--- config.mk ---
export PLATFORM = sky130hd
export DESIGN_NAME = wk_ctrl
export DESIGN_NICKNAME = d
export VERILOG_FILES = /design/src/rtl/wk_pkg.sv /design/src/rtl/wk_cfg.sv /design/src/rtl/wk_timebase.sv /design/src/rtl/wk_sense.sv /design/src/rtl/wk_ctrl.sv
export SDC_FILE = /design/constraint.sdc
export NUM_CORES = 1
export LEC_CHECK = 0
export BUFFER_PORTS_ARGS = -buffer_cell sky130_fd_sc_hd__buf_4
export CELL_PAD_IN_SITES_DETAIL_PLACEMENT = 0
export CELL_PAD_IN_SITES_GLOBAL_PLACEMENT = 1
export CORE_MARGIN = 5
export CORE_UTILIZATION = 35
export CTS_CLUSTER_SIZE = 16
export DETAILED_ROUTE_END_ITERATION = 10
export PLACE_DENSITY = 0.84
export SYNTH_ARGS = -nofsm -noshare
export SYNTH_HDL_FRONTEND = slang
export SYNTH_SLANG_ARGS = --single-unit
--- constraint.sdc ---
create_clock -name clk_i -period 1.5 [get_ports clk_i]
set_input_delay 0.15 -clock clk_i [delete_from_list [all_inputs] [get_ports clk_i]]
set_output_delay 0.15 -clock clk_i [all_outputs]
set_load 0.01 [all_outputs]
--- src/rtl/wk_pkg.sv ---
package wk_pkg;
    typedef enum logic [1:0] {
        WK_OFF   = 2'd0,
        WK_SENSE = 2'd1,
        WK_TIMED = 2'd2
    } wk_mode_e;
endpackage

--- src/rtl/wk_cfg.sv ---
module wk_cfg
    import wk_pkg::*;
#(
    parameter int N_IN = 2
) (
    input  logic            clk_i,
    input  logic            rst_ni,
    input  logic            low_pwr_i,
    input  logic            cfg_wr_i,
    input  logic [N_IN+1:0] cfg_data_i,
    output logic            load_o,
    output logic [N_IN-1:0] en_o,
    output wk_mode_e        mode_o
);
    typedef struct packed {
        logic [N_IN-1:0] en;
        wk_mode_e        mode;
    } cfg_state_t;

    cfg_state_t st_d, st_q;
    logic       accept;
    logic       want_sense, want_timed;

    always_comb begin
        st_d       = st_q;
        accept     = cfg_wr_i && !low_pwr_i;
        want_sense = cfg_data_i[N_IN];
        want_timed = cfg_data_i[N_IN+1];
        if (accept) begin
            st_d.en = cfg_data_i[N_IN-1:0];
            if (want_sense && want_timed) begin
                st_d.mode = st_q.mode;
            end else if (want_sense) begin
                st_d.mode = WK_SENSE;
            end else if (want_timed) begin
                st_d.mode = WK_TIMED;
            end else begin
                st_d.mode = WK_OFF;
            end
        end
    end

    always_ff @(posedge clk_i or negedge rst_ni) begin
        if (!rst_ni) begin
            st_q <= '{en: '0, mode: WK_OFF};
        end else begin
            st_q <= st_d;
        end
    end

    assign load_o = accept;
    assign en_o   = st_q.en;
    assign mode_o = st_q.mode;
endmodule

--- src/rtl/wk_timebase.sv ---
module wk_timebase
    import wk_pkg::*;
#(
    parameter int SENSE_PERIOD = 8,
    parameter int PULSE_W      = 3,
    parameter int FORCE_TICKS  = 20
) (
    input  logic     clk_i,
    input  logic     rst_ni,
    input  logic     tick_i,
    input  logic     low_pwr_i,
    input  wk_mode_e mode_i,
    output logic     bias_o,
    output logic     sense_stb_o,
    output logic     force_stb_o
);
    localparam int MAX_LEN = (SENSE_PERIOD > FORCE_TICKS) ? SENSE_PERIOD : FORCE_TICKS;
    localparam int CW      = $clog2(MAX_LEN + 1);
    localparam logic [CW-1:0] SENSE_LAST = CW'(SENSE_PERIOD - 1);
    localparam logic [CW-1:0] FORCE_LAST = CW'(FORCE_TICKS - 1);
    localparam logic [CW-1:0] BIAS_FIRST = CW'(SENSE_PERIOD - PULSE_W);
    localparam logic [CW-1:0] ONE        = CW'(1);

    typedef struct packed {
        logic [CW-1:0] cnt;
    } tb_state_t;

    tb_state_t     st_d, st_q;
    logic          running;
    logic [CW-1:0] last;

    always_comb begin
        st_d    = st_q;
        running = low_pwr_i && (mode_i != WK_OFF);
        last    = (mode_i == WK_SENSE) ? SENSE_LAST : FORCE_LAST;
        if (!running) begin
            st_d.cnt = '0;
        end else if (tick_i) begin
            st_d.cnt = (st_q.cnt == last) ? '0 : st_q.cnt + ONE;
        end
        sense_stb_o = running && (mode_i == WK_SENSE) && tick_i && (st_q.cnt == SENSE_LAST);
        force_stb_o = running && (mode_i == WK_TIMED) && tick_i && (st_q.cnt == FORCE_LAST);
        bias_o      = running && (mode_i == WK_SENSE) && (st_q.cnt >= BIAS_FIRST);
    end

    always_ff @(posedge clk_i or negedge rst_ni) begin
        if (!rst_ni) begin
            st_q <= '0;
        end else begin
            st_q <= st_d;
        end
    end
endmodule

--- src/rtl/wk_sense.sv ---
module wk_sense #(
    parameter int N_IN = 2
) (
    input  logic            clk_i,
    input  logic            rst_ni,
    input  logic            load_i,
    input  logic            sense_stb_i,
    input  logic [N_IN-1:0] en_i,
    input  logic [N_IN-1:0] wake_in_i,
    output logic [N_IN-1:0] hit_o
);
    typedef struct packed {
        logic [N_IN-1:0] ref_lvl;
    } sn_state_t;

    sn_state_t st_d, st_q;

    always_comb begin
        st_d = st_q;
        if (load_i || sense_stb_i) begin
            st_d.ref_lvl = wake_in_i;
        end
    end

    for (genvar i = 0; i < N_IN; i++) begin : g_cmp
        assign hit_o[i] = sense_stb_i && en_i[i] && (wake_in_i[i] != st_q.ref_lvl[i]);
    end

    always_ff @(posedge clk_i or negedge rst_ni) begin
        if (!rst_ni) begin
            st_q <= '0;
        end else begin
            st_q <= st_d;
        end
    end
endmodule

--- src/rtl/wk_ctrl.sv ---
module wk_ctrl
    import wk_pkg::*;
#(
    parameter int N_IN         = 2,
    parameter int SENSE_PERIOD = 8,
    parameter int PULSE_W      = 3,
    parameter int FORCE_TICKS  = 20
) (
    input  logic              clk_i,
    input  logic              rst_ni,
    input  logic              tick_i,
    input  logic              low_pwr_i,
    input  logic              cfg_wr_i,
    input  logic [N_IN+1:0]   cfg_data_i,
    input  logic              stat_rd_i,
    input  logic [N_IN-1:0]   wake_in_i,
    output logic              bias_o,
    output logic              wake_o,
    output logic [2*N_IN:0]   stat_o
);
    localparam int NF = N_IN + 1;

    typedef struct packed {
        logic [NF-1:0] flags;
        logic          wake;
    } top_state_t;

    top_state_t      st_d, st_q;
    logic            cfg_load;
    logic [N_IN-1:0] en;
    wk_mode_e        mode;
    logic            sense_stb, force_stb;
    logic [N_IN-1:0] hit;
    logic [NF-1:0]   cause;

    wk_cfg #(.N_IN(N_IN)) u_cfg (
        .clk_i      (clk_i),
        .rst_ni     (rst_ni),
        .low_pwr_i  (low_pwr_i),
        .cfg_wr_i   (cfg_wr_i),
        .cfg_data_i (cfg_data_i),
        .load_o     (cfg_load),
        .en_o       (en),
        .mode_o     (mode)
    );

    wk_timebase #(
        .SENSE_PERIOD (SENSE_PERIOD),
        .PULSE_W      (PULSE_W),
        .FORCE_TICKS  (FORCE_TICKS)
    ) u_tb (
        .clk_i       (clk_i),
        .rst_ni      (rst_ni),
        .tick_i      (tick_i),
        .low_pwr_i   (low_pwr_i),
        .mode_i      (mode),
        .bias_o      (bias_o),
        .sense_stb_o (sense_stb),
        .force_stb_o (force_stb)
    );

    wk_sense #(.N_IN(N_IN)) u_sense (
        .clk_i       (clk_i),
        .rst_ni      (rst_ni),
        .load_i      (cfg_load),
        .sense_stb_i (sense_stb),
        .en_i        (en),
        .wake_in_i   (wake_in_i),
        .hit_o       (hit)
    );

    always_comb begin
        st_d       = st_q;
        cause      = {force_stb, hit};
        st_d.flags = (stat_rd_i ? '0 : st_q.flags) | cause;
        st_d.wake  = |cause;
    end

    always_ff @(posedge clk_i or negedge rst_ni) begin
        if (!rst_ni) begin
            st_q <= '0;
        end else begin
            st_q <= st_d;
        end
    end

    assign wake_o = st_q.wake;
    assign stat_o = {wake_in_i, st_q.flags};
endmodule

Word-level counts from Yosys, hierarchy flattened:

Cells that the tools add are included.

* flip-flop bits (word level): 15
* input bits: 12
* output and inout port bits: 7
* word-level logic and storage cells: 44

* add/sub/neg operators: 1
* $lt $le $gt $ge: 1
* equality and inequality tests: 8
* muxes and demuxes: 7
* bitwise logic cells: 2
* reduce and logical (&&, ||, !) cells: 19

Operators by type and width (count)
* 5-bit 2-to-1 mux: 4
* 1-bit logical AND: 14
* 5-bit by 1-bit adder with 5-bit output (second input constant): 1
* 5-bit by 3-bit == test with 1-bit output (second input constant): 1
* 5-bit == test: 1
* 5-bit == test (second input constant): 1
* 5-bit by 3-bit >= comparator with 1-bit output (second input constant): 1
* 2-bit 2-to-1 mux: 2
* 3-bit 2-to-1 mux: 1
* 3-bit bitwise OR: 1
* 3-bit OR reduction: 1
* 2-bit by 1-bit == test with 1-bit output (second input constant): 1
* 2-bit == test (second input constant): 1
* 1-bit inequality test: 2
* 2-bit inequality test (second input constant): 1
* 2-bit AND reduction: 1
* 2-bit nonzero test: 1
* 1-bit logical NOT: 1
* 1-bit logical OR: 1
* 1-bit NOT: 1

Longest topological paths before layout:

Gate-level depths: netlist (run 1).

* word-level depth: 8
* mapped depth: 5
* mapped depth without buffers: 5

By module:

A second synthesis (run 1) with hierarchy kept.

* cells, all modules: 71
* area total of the unflattened synthesis: 844.6 um2

Modules (own cells, without submodules)
* wk_timebase: times used 1, cells each 39, area an instance 404.1 um2, seq. area each 125.1 um2
* wk_cfg: times used 1, cells each 12, area an instance 182.7 um2, seq. area each 100.1 um2
* wk_ctrl: times used 1, cells each 11, area an instance 148.9 um2, seq. area each 100.1 um2
* wk_sense: times used 1, cells each 9, area an instance 108.9 um2, seq. area each 50.0 um2

Worst setup path after synthesis (run 1):

OpenSTA, ideal clock, no wires.

* path kind: reg-to-reg
* from: register u_tb.st_q[0] (netlist bit)
* to: register u_sense.st_q[0] (netlist bit)
* setup time: 125 ps
* arrival: 1530 ps
* data required time: 1375 ps
* slack: -155 ps
* cell stages (with the launch flop): 6
* path buffers: 0
* period minus slack after synthesis: 1655 ps
* path through: dfrtp_1 > ha_1 > nand4b_1 > or3_4 > and2_4 > mux2_4

* cells in the longest elaborated chain, start to end: 3

Ends and longest elaborated chain
* start: declaration: RTL line wk_timebase.sv:28 `tb_state_t st_d, st_q;`
* start signal: assignment: RTL line wk_timebase.sv:50 `st_q <= st_d;`
* 5-bit by 3-bit == test with 1-bit output: RTL line wk_timebase.sv:41 `sense_stb_o = running && (mode_i == WK_SENSE) && tick_i && (st_q.cnt == SENSE_LAST);`
* 1-bit logical AND: RTL line wk_timebase.sv:41
* 1-bit logical OR: RTL line wk_sense.sv:20 `if (load_i || sense_stb_i) begin`
* end signal: assignment: RTL line wk_sense.sv:33 `st_q <= st_d;`
* end: declaration: RTL line wk_sense.sv:16 `sn_state_t st_d, st_q;`

Every way passes these cells.
A chain may end at the register's enable or synchronous reset.

Worst setup path in the final report (run 1):

* from: register u_tb.st_q[1] (netlist bit)
* to: output bias_o

* cells in the longest elaborated chain, start to end: 2

Ends and longest elaborated chain
* 5-bit by 3-bit >= comparator with 1-bit output: RTL line wk_timebase.sv:43 `bias_o = running && (mode_i == WK_SENSE) && (st_q.cnt >= BIAS_FIRST);`
* 1-bit logical AND: RTL line wk_timebase.sv:43
* end: declaration: RTL line wk_ctrl.sv:17 `output logic bias_o,`

Every way passes these cells.

==> flow_metrics.py, run 1 <==
metrics = {
    "pwr": {
        "ir_drop_v": 0.000629,
        "power.density_nw_per_um2": 750,
        "p_leak_nw": 0.533,
        "p_total_mw": 0.886,
    },
    "grt": {
        "antenna_found_initial": 0,
        "grt_pass1_wl_um": 3450,
        "grt_start_max_net_pins": 16,
        "overflow": 0,
        "grt_pass1_vias": 781,
        "grt_usage": 0.136,
    },
    "routing": {
        "routed_wl_um": 1920,
        "route.vias.total": 710,
        "drc": 0,
        "via_per_inst": 5.04,
        "drt_iter0_markers": 7,
        "drtAntennaViolNets": 0,
        "first_pass_iters": 4,
        "routedWlPerCell_um": 13.6,
    },
    "clock_network": {
        "clk_path_buf_depth": 2,
        "cts_tree": "done",
        "h-tree-depth": 1,
        "clkTransAtPathRegs_ns": 0.09,
        "clock_sinks": 15,
        "cts_root_buf": "clkbuf_4",
        "cts_buffers": 3,
        "clock_latency_ns": 0.30,
    },
    "sta": {
        "tightest_slew_ns": 0.446,
        "skew_ns": 0.00342,
        "period_minus_slack_ns": 1.80,
        "hold_violations": 0,
        "setup_ws_ns": -0.299,
        "rsz0062_at_grt": "true",
        "max_slew_margin": 0.700,
        "final-setup-viol-count": 5,
        "timing.final.crit_share": 1.20,
        "drv_slew": 0,
        "fmax_ghz": 0.556,
    },
    "final_layout": {
        "drive_above_1_share": 0.504,
        "antennaDiodeCount": 0,
        "final_util": 0.529,
        "register_area_sq_um": 375,
        "multiInputGateArea_sq_um": 455,
        "nets": 128,
        "mostFrequentLayoutCells": "buf_4, dfrtp_1, nor2_1",
        "filler_cell_count": 224,
        "final_common_cell": "buf_4",
        "syn_to_final_growth_pct": 44.1,
    },
    "floorplanning": {
        "die_h_um": 58.4,
        "ioPinCount": 19,
        "die_width_um": 58.4,
        "core_area_sq_um": 2230,
        "initial_core_util": 0.367,
        "die_area_sq_um": 3410,
        "rows": 17,
    },
    "outcome": {
        "status": "finished with violations",
        "violations": "setup timing",
    },
    "placed_design": {
        "io_buffers": 18,
        "post-place-ws_ns": -0.0794,
        "post-dp-hpwl_um": 1390,
        "gp_congestion": 0.848,
    },
    "setup_path": {
        "required_ns": 1.35,
        "cp.arrival_ns": 1.65,
        "critPathMaxFanout": 2,
        "crit_type": "register to primary output",
        "critPathLaunchType": "register",
        "cp-end-kind": "primary output",
        "r2r_cells": 7,
    },
    "synthesis": {
        "synthCells": 77,
        "synth_cell_type_count": 33,
        "syn-cell-area_sq_um": 820,
        "synth_area_leaders": "dfrtp_1, mux2_2, mux2_4",
        "syn_nets": 91,
        "yosysTopAreaCell": "dfrtp_1",
        "synth.yosys.warnings": 0,
        "yosysTopAreaCellShare": 0.458,
        "avgSynthCellArea_sq_um": 10.6,
        "seq_area_frac_synth": 0.458,
        "ys_seq_elements": 15,
    },
    "hold_path": {
        "hold_depth": 2,
        "hp-class": "primary input to register",
    },
    "run": {
        "maxCapViolations": 0,
    },
}
==> area by class of cell <==
cell class,count,share of cell area
Tap cell,28,0.0297
Timing Repair Buffer,35,0.228
Clock buffer,3,0.0191
Inverter,5,0.0159
Multi-Input combinational cell,54,0.386
Sequential cell,15,0.318
Clock inverter,1,0.00424
==> stage by stage <==
step | instance area, sq um | hold WS [ns] | TNS (ns) | instances
final | 1180 | 0.0474 | -0.787 | 141
after global routing | 1180 | 0.0330 | -1.37 | 141
after CTS | 1150 | 0.0388 | -0.694 | 140
after detailed placement | 1060 | 0.0178 | -0.232 | 131
after global placement | 1060 | 0.0121 | -0.134 | 131
after floorplan | 832 | -0.146 | -0.198 | 77
==> cell usage after synthesis (all sizes together) <==
cell and number:
o21a 1, and2 1, nand4b 2, nand2b 2
a211o 1, nor2 7, dfrtp 15, a21oi 1
o22ai 4, o311a 1, nor3 1, ha 2
o31a 1, nand3 3, nor2b 2, nand3b 2
o21ai 3, nand2 3, xor2 2, or3 3
mux2i 1, a31oi 1, buf 3, mux2 5
inv 5, and2b 1, o311ai 1, or2b 1
nand4 2
==> worst max-delay path: stages, from the launching register on <==
cell,delay [ns]
dfrtp_1,0.40
buf_4,0.14
buf_4,0.12
o31a_1,0.25
o311a_4,0.31
buf_6,0.12
==> path summary, 6_finish.rpt <==
| check | slack (ns) | start | endpoint |
|---|---|---|---|
| hold reg to reg | 0.53 | u_cfg.en_o[0]$_DFFE_PN0P_ | u_cfg.en_o[0]$_DFFE_PN0P_ |
| setup / recovery | -0.30 | u_tb.st_q[1]$_DFFE_PN0P_ | bias_o |
| max in group asynchronous | 1.09 | rst_ni | u_tb.st_q[2]$_DFFE_PN0P_ |
| min in group asynchronous | 0.23 | rst_ni | u_sense.st_q[1]$_DFFE_PN0P_ |
| hold / removal | 0.05 | stat_rd_i | stat_o[1]$_DFF_PN0_ |
| setup reg to reg | -0.23 | u_tb.st_q[1]$_DFFE_PN0P_ | u_sense.st_q[0]$_DFFE_PN0P_ |
==> per-layer routing <==
layer  part of all wire  GRT usage
met1               0.39      0.148
met2               0.51      0.223
met3              0.070     0.0548
met4              0.028     0.0762
met5                  0          0
==> sequential cells by signal, indices dropped and copies added, names as in the netlist <==
| register | flops |
|---|---|
| u_cfg.en_o | 2 |
| wake_o | 1 |
| u_cfg.mode_o | 2 |
| stat_o | 3 |
| u_tb.st_q | 5 |
| u_sense.st_q | 2 |
==> cell families after synthesis <==
| kind of cell | share of synthesized area |
|---|---|
| fa+ha+maj | 0.0305 |
| buf+inv | 0.0504 |
| simple gates | 0.232 |
| compound gates | 0.118 |
| flops | 0.458 |
| xor+xnor | 0.0214 |
| mux | 0.0901 |
==> report_power, final <==
group	total [mW]	internal (mW)	switching, mW
logic	0.193	0.109	0.0846
clock network	0.240	0.0995	0.141
registers	0.452	0.433	0.0194
total	0.886	0.641	0.245
==> timing repair <==
item | CTS | global route
setup endpoints to repair | 3 | 10
setup buffers | 4 | 1
hold buffers | 1 | 0
resized for setup | 4 | 7
pin swaps | 2 | 1
gates cloned | 0 | 0
hold endpoints to repair | 15 | 0
Power figures use the tool's default switching activity.
==> run 2: changes to the inputs <==
SETUP_SLACK_MARGIN = 0.02   (was default)
==> run 2 against run 1 <==
The run still ends with setup timing left. Clock power hardly changed. Final cell count stayed put. Critical path type unchanged. Core utilization stayed put. Global-route usage is 0.14 points higher. Setup slack worse by 0.0027 ns. Non-clock buffer count stayed put. Largest cell class unchanged. Die area stayed put.
==> flow_metrics.py, run 2 (synthesis results as in run 1) <==
metrics = {
    "grt": {
        "grt_pass1_vias": 785,
        "grt_pass1_wl_um": 3480,
        "antenna_found_initial": 0,
        "grt_usage": 0.137,
        "overflow": 0,
        "grt_start_max_net_pins": 16,
    },
    "pwr": {
        "ir_drop_v": 0.000635,
        "power_frac_seq": 0.511,
        "p_int_mw": 0.641,
        "p_leak_nw": 0.533,
        "p_sw_mw": 0.244,
        "netSwitchingFraction": 0.276,
        "p_total_mw": 0.885,
        "pwr-share-comb": 0.219,
        "power.density_nw_per_um2": 750,
        "clock_power_share": 0.270,
    },
    "routing": {
        "routed_wl_um": 1910,
        "drt_iter0_markers": 10,
        "first_pass_iters": 4,
        "via_per_inst": 5.06,
        "route.vias.total": 714,
        "drc": 0,
        "routedWlPerCell_um": 13.5,
        "drtAntennaViolNets": 0,
    },
    "sta": {
        "hold_violations": 0,
        "drv_slew": 0,
        "final-setup-viol-count": 5,
        "rsz0062_at_grt": "true",
        "setup_ws_ns": -0.301,
        "fin_tns_setup_ns": -0.806,
        "max_slew_margin": 0.801,
        "tightest_slew_ns": 0.296,
        "fin_hold_ws_ns": 0.0488,
        "skew_ns": 0.00129,
        "period_minus_slack_ns": 1.80,
        "fmax_ghz": 0.555,
        "timing.final.crit_share": 1.20,
    },
    "clock_network": {
        "cts_root_buf": "clkbuf_4",
        "cts_buffers": 3,
        "cts_tree": "done",
        "clock_latency_ns": 0.29,
        "clock_sinks": 15,
        "clk_path_buf_depth": 2,
        "clkTransAtPathRegs_ns": 0.09,
        "h-tree-depth": 1,
    },
    "floorplanning": {
        "initial_core_util": 0.367,
        "die_width_um": 58.4,
        "die_h_um": 58.4,
        "rows": 17,
        "ioPinCount": 19,
        "core_area_sq_um": 2230,
        "die_area_sq_um": 3410,
    },
    "final_layout": {
        "filler_cell_count": 224,
        "drive_above_1_share": 0.504,
        "top_register": "u_tb.st_q",
        "largest_register_ffs": 5,
        "final_util": 0.529,
        "final_common_cell": "buf_4",
        "antennaDiodeCount": 0,
        "syn_to_final_growth_pct": 44.1,
        "mostFrequentLayoutCells": "buf_4, dfrtp_1, nor2_1",
        "nets": 128,
    },
    "outcome": {
        "status": "finished with violations",
        "violations": "setup timing",
    },
    "run": {
        "maxCapViolations": 0,
    },
    "setup_path": {
        "cp_slowest_stage_delay_ns": 0.40,
        "critPathLaunchType": "register",
        "cp-end-kind": "primary output",
        "worstPathCellList": "buf_4 -> buf_4 -> o31a_1 -> o311a_4 -> buf_6",
        "critPathMaxFanout": 2,
        "cp.arrival_ns": 1.65,
        "crit_type": "register to primary output",
        "required_ns": 1.35,
        "slowest_stage": "dfrtp_1",
        "path_common_cell": "buf_4",
    },
    "placed_design": {
        "io_buffers": 18,
        "gp_congestion": 0.848,
        "post-dp-hpwl_um": 1390,
        "post-place-ws_ns": -0.0794,
    },
    "hold_path": {
        "hp-class": "primary input to register",
    },
}
==> run 2: path summary, 6_finish.rpt <==
path / startpoint / to / depth (start not counted) / slack [ns]
max: u_tb.st_q[1]$_DFFE_PN0P_ / bias_o / 5 / -0.30
min: stat_rd_i / stat_o[1]$_DFF_PN0_ / 2 / 0.05
max reg2reg: u_tb.st_q[1]$_DFFE_PN0P_ / u_sense.st_q[0]$_DFFE_PN0P_ / 7 / -0.23
min reg2reg: u_cfg.en_o[0]$_DFFE_PN0P_ / u_cfg.en_o[0]$_DFFE_PN0P_ / 1 / 0.53
max in group asynchronous: rst_ni / stat_o[0]$_DFF_PN0_ / 2 / 1.09
min in group asynchronous: rst_ni / u_sense.st_q[1]$_DFFE_PN0P_ / 2 / 0.23
==> run 2: power by group through the flow <==
stage	clock, mW	sequential (mW)	combinational [mW]
final	0.239	0.452	0.194
after detailed placement	0	0.463	0.168
after floorplan	0	0.463	0.0886
after global placement	0	0.461	0.164
after global routing	0.276	0.456	0.218
after CTS	0.252	0.452	0.185
==> run 2: worst max-delay path: cells and delay by family (launching register included) <==
| family | cells | cell delay [ns] |
|---|---|---|
| AO/OA/AOI/OAI | 2 | 0.57 |
| buffers and inverters | 3 | 0.38 |
| flip-flops | 1 | 0.40 |
==> run 2: cell type report <==
type,instances,area [sq um],area share
Clock buffer,3,22.5,0.0191
Clock inverter,1,5.00,0.00424
Inverter,5,18.8,0.0159
Multi-Input combinational cell,54,455,0.386
Sequential cell,15,375,0.318
Tap cell,28,35.0,0.0297
Timing Repair Buffer,35,269,0.228
==> run 2: timing repair <==
action	in CTS	in global routing
pin swaps	2	1
gates resized for setup	5	7
hold buffers	1	0
setup buffers	4	1
endpoints found under the hold margin	15	0
endpoints found under the setup margin	3	10
==> run 2: layer usage <==
layer	vias to the layer above	routed length, um	track usage
met3	6	128	0.0526
met5	-	0	0
li1	345	-	-
met2	20	978	0.228
met4	0	52	0.0762
met1	343	750	0.149
==> run 2: metrics by stage <==
step	cell area, sq um	std cells
final	1180	141
after global routing	1180	141
after CTS	1160	140
after detailed placement	1060	131
after global placement	1060	131
after floorplan	832	77
==> run 3: changes to the inputs <==
CORE_ASPECT_RATIO = 0.75   (was default)
==> run 3 against run 2 <==
The run still ends with setup timing left. Non-clock buffer count down 2. Final area fell by 1.8%. Register-to-register slack improved by 0.07 ns. Sequential power hardly changed. Clock power is 5% lower. Wire length fell by 6.2%. Flip-flop and latch count stayed put. Maximum frequency rose by 4.2%. Critical path type unchanged.
==> flow_metrics.py, run 3 (synthesis results as in run 1) <==
metrics = {
    "setup_path": {
        "regToRegSetupSlack_ns": -0.16,
        "critPathMaxFanout": 3,
        "required_ns": 1.35,
        "critPathLaunchType": "register",
        "cp-end-kind": "primary output",
        "r2r_cells": 6,
        "cp.arrival_ns": 1.58,
        "crit_type": "register to primary output",
        "r2r-end": "u_sense.st_q[0]$_DFFE_PN0P_",
        "r2r-start": "u_tb.st_q[1]$_DFFE_PN0P_",
    },
    "clock_network": {
        "clock_sinks": 15,
        "cts_root_buf": "clkbuf_4",
        "cts_buffers": 3,
        "clock_latency_ns": 0.28,
        "clk_path_buf_depth": 2,
        "cts_tree": "done",
        "h-tree-depth": 1,
        "clkTransAtPathRegs_ns": 0.09,
    },
    "sta": {
        "period_minus_slack_ns": 1.73,
        "timing.final.crit_share": 1.15,
        "max_slew_margin": 0.806,
        "rsz0062_at_grt": "true",
        "hold_violations": 0,
        "setup_ws_ns": -0.229,
        "final-setup-viol-count": 4,
        "drv_slew": 0,
        "fmax_ghz": 0.578,
        "skew_ns": 0.00818,
        "tightest_slew_ns": 0.289,
    },
    "grt": {
        "overflow": 0,
        "antenna_found_initial": 0,
        "grt_pass1_wl_um": 3070,
        "grt_usage": 0.118,
        "grt_pass1_vias": 723,
        "grt_start_max_net_pins": 16,
    },
    "floorplanning": {
        "core_area_sq_um": 2270,
        "die_h_um": 51.9,
        "die_area_sq_um": 3420,
        "die_width_um": 65.9,
        "rows": 15,
        "initial_core_util": 0.361,
        "ioPinCount": 19,
    },
    "outcome": {
        "status": "finished with violations",
        "violations": "setup timing",
    },
    "placed_design": {
        "gp_congestion": 0.798,
        "placed_area_sq_um": 1060,
        "post-dp-hpwl_um": 1390,
        "io_buffers": 18,
    },
    "pwr": {
        "power.density_nw_per_um2": 742,
        "ir_drop_v": 0.000331,
        "p_leak_nw": 0.520,
    },
    "routing": {
        "drt_iter0_markers": 4,
        "via_per_inst": 4.76,
        "drc": 0,
        "route.vias.total": 690,
        "routedWlPerCell_um": 12.4,
        "drtAntennaViolNets": 0,
        "routed_wl_um": 1790,
        "first_pass_iters": 4,
    },
    "hold_path": {
        "hold_path_end": "stat_o[1]$_DFF_PN0_",
        "hp-class": "primary input to register",
        "min-delay-start": "stat_rd_i",
        "hold_depth": 2,
    },
    "final_layout": {
        "syn_to_final_growth_pct": 41.5,
        "top_register": "u_tb.st_q",
        "drive_above_1_share": 0.468,
        "final_common_cell": "buf_4",
        "register_area_sq_um": 375,
        "antennaDiodeCount": 0,
        "largest_register_ffs": 5,
        "nets": 126,
        "final_area_sq_um": 1160,
        "final_util": 0.511,
        "filler_cell_count": 201,
        "mostFrequentLayoutCells": "buf_4, dfrtp_1, nor2_1",
        "multiInputGateArea_sq_um": 443,
    },
    "run": {
        "maxCapViolations": 0,
    },
}
[run 3: per-stage QoR]
stage	total power [mW]	setup WS, ns	hold slack (ns)	TNS [ns]	std cells
after floorplan	0.552	-0.0992	-0.146	-0.198	77
after global placement	0.625	-0.0811	0.0117	-0.206	136
after detailed placement	0.629	-0.142	0.0132	-0.381	136
after CTS	0.866	-0.229	0.0583	-0.599	144
after global routing	0.913	-0.281	0.0634	-0.932	145
final	0.861	-0.229	0.0718	-0.657	145
[run 3: cell type report]
| cell class | instances | area share |
|---|---|---|
| Multi-Input combinational cell | 54 | 0.382 |
| Tap cell | 34 | 0.0367 |
| Inverter | 5 | 0.0162 |
| Timing Repair Buffer | 33 | 0.219 |
| Sequential cell | 15 | 0.324 |
| Clock buffer | 4 | 0.0227 |
[run 3: power by group]
part	internal, mW	total (mW)	switching (mW)	leakage (nW)
combinational	0.101	0.183	0.0823	0.309
sequential	0.433	0.452	0.0191	0.196
clock	0.103	0.226	0.123	0.0150
[run 3: worst max-delay path by stage]
stage                                  start                          end  slack, ns
floorplan           u_tb.st_q[0]$_DFFE_PN0P_  u_sense.st_q[0]$_DFFE_PN0P_       -0.1
global placement    u_tb.st_q[1]$_DFFE_PN0P_                       bias_o      -0.08
detailed placement  u_tb.st_q[1]$_DFFE_PN0P_  u_sense.st_q[0]$_DFFE_PN0P_      -0.14
CTS                 u_tb.st_q[1]$_DFFE_PN0P_                       bias_o      -0.23
global route        u_tb.st_q[1]$_DFFE_PN0P_                       bias_o      -0.28
finish              u_tb.st_q[1]$_DFFE_PN0P_                       bias_o      -0.23
[run 3: critical path, cell delays in order, from the launching register on]
cell     delay [ns]
dfrtp_1        0.40
buf_4          0.16
o31a_1         0.31
o311a_4        0.32
buf_6          0.12
[run 3: repair_timing]
| action | 4_1_cts | 5_1_grt |
|---|---|---|
| gates cloned | 0 | 0 |
| pin swaps | 2 | 0 |
| endpoints found under the setup margin | 3 | 10 |
| hold endpoints to repair | 15 | 0 |
| resized for setup | 3 | 6 |
| hold buffers | 1 | 0 |
| buffers inserted | 3 | 1 |
[run 3: layer usage]
| metal | up-vias | GRT usage | wire length (um) |
|---|---|---|---|
| met1 | 330 | 0.140 | 777 |
| met2 | 12 | 0.196 | 909 |
| met5 | - | 0 | 0 |
| met4 | 0 | 0.0586 | 38 |
| met3 | 4 | 0.0324 | 66 |
| li1 | 344 | - | - |
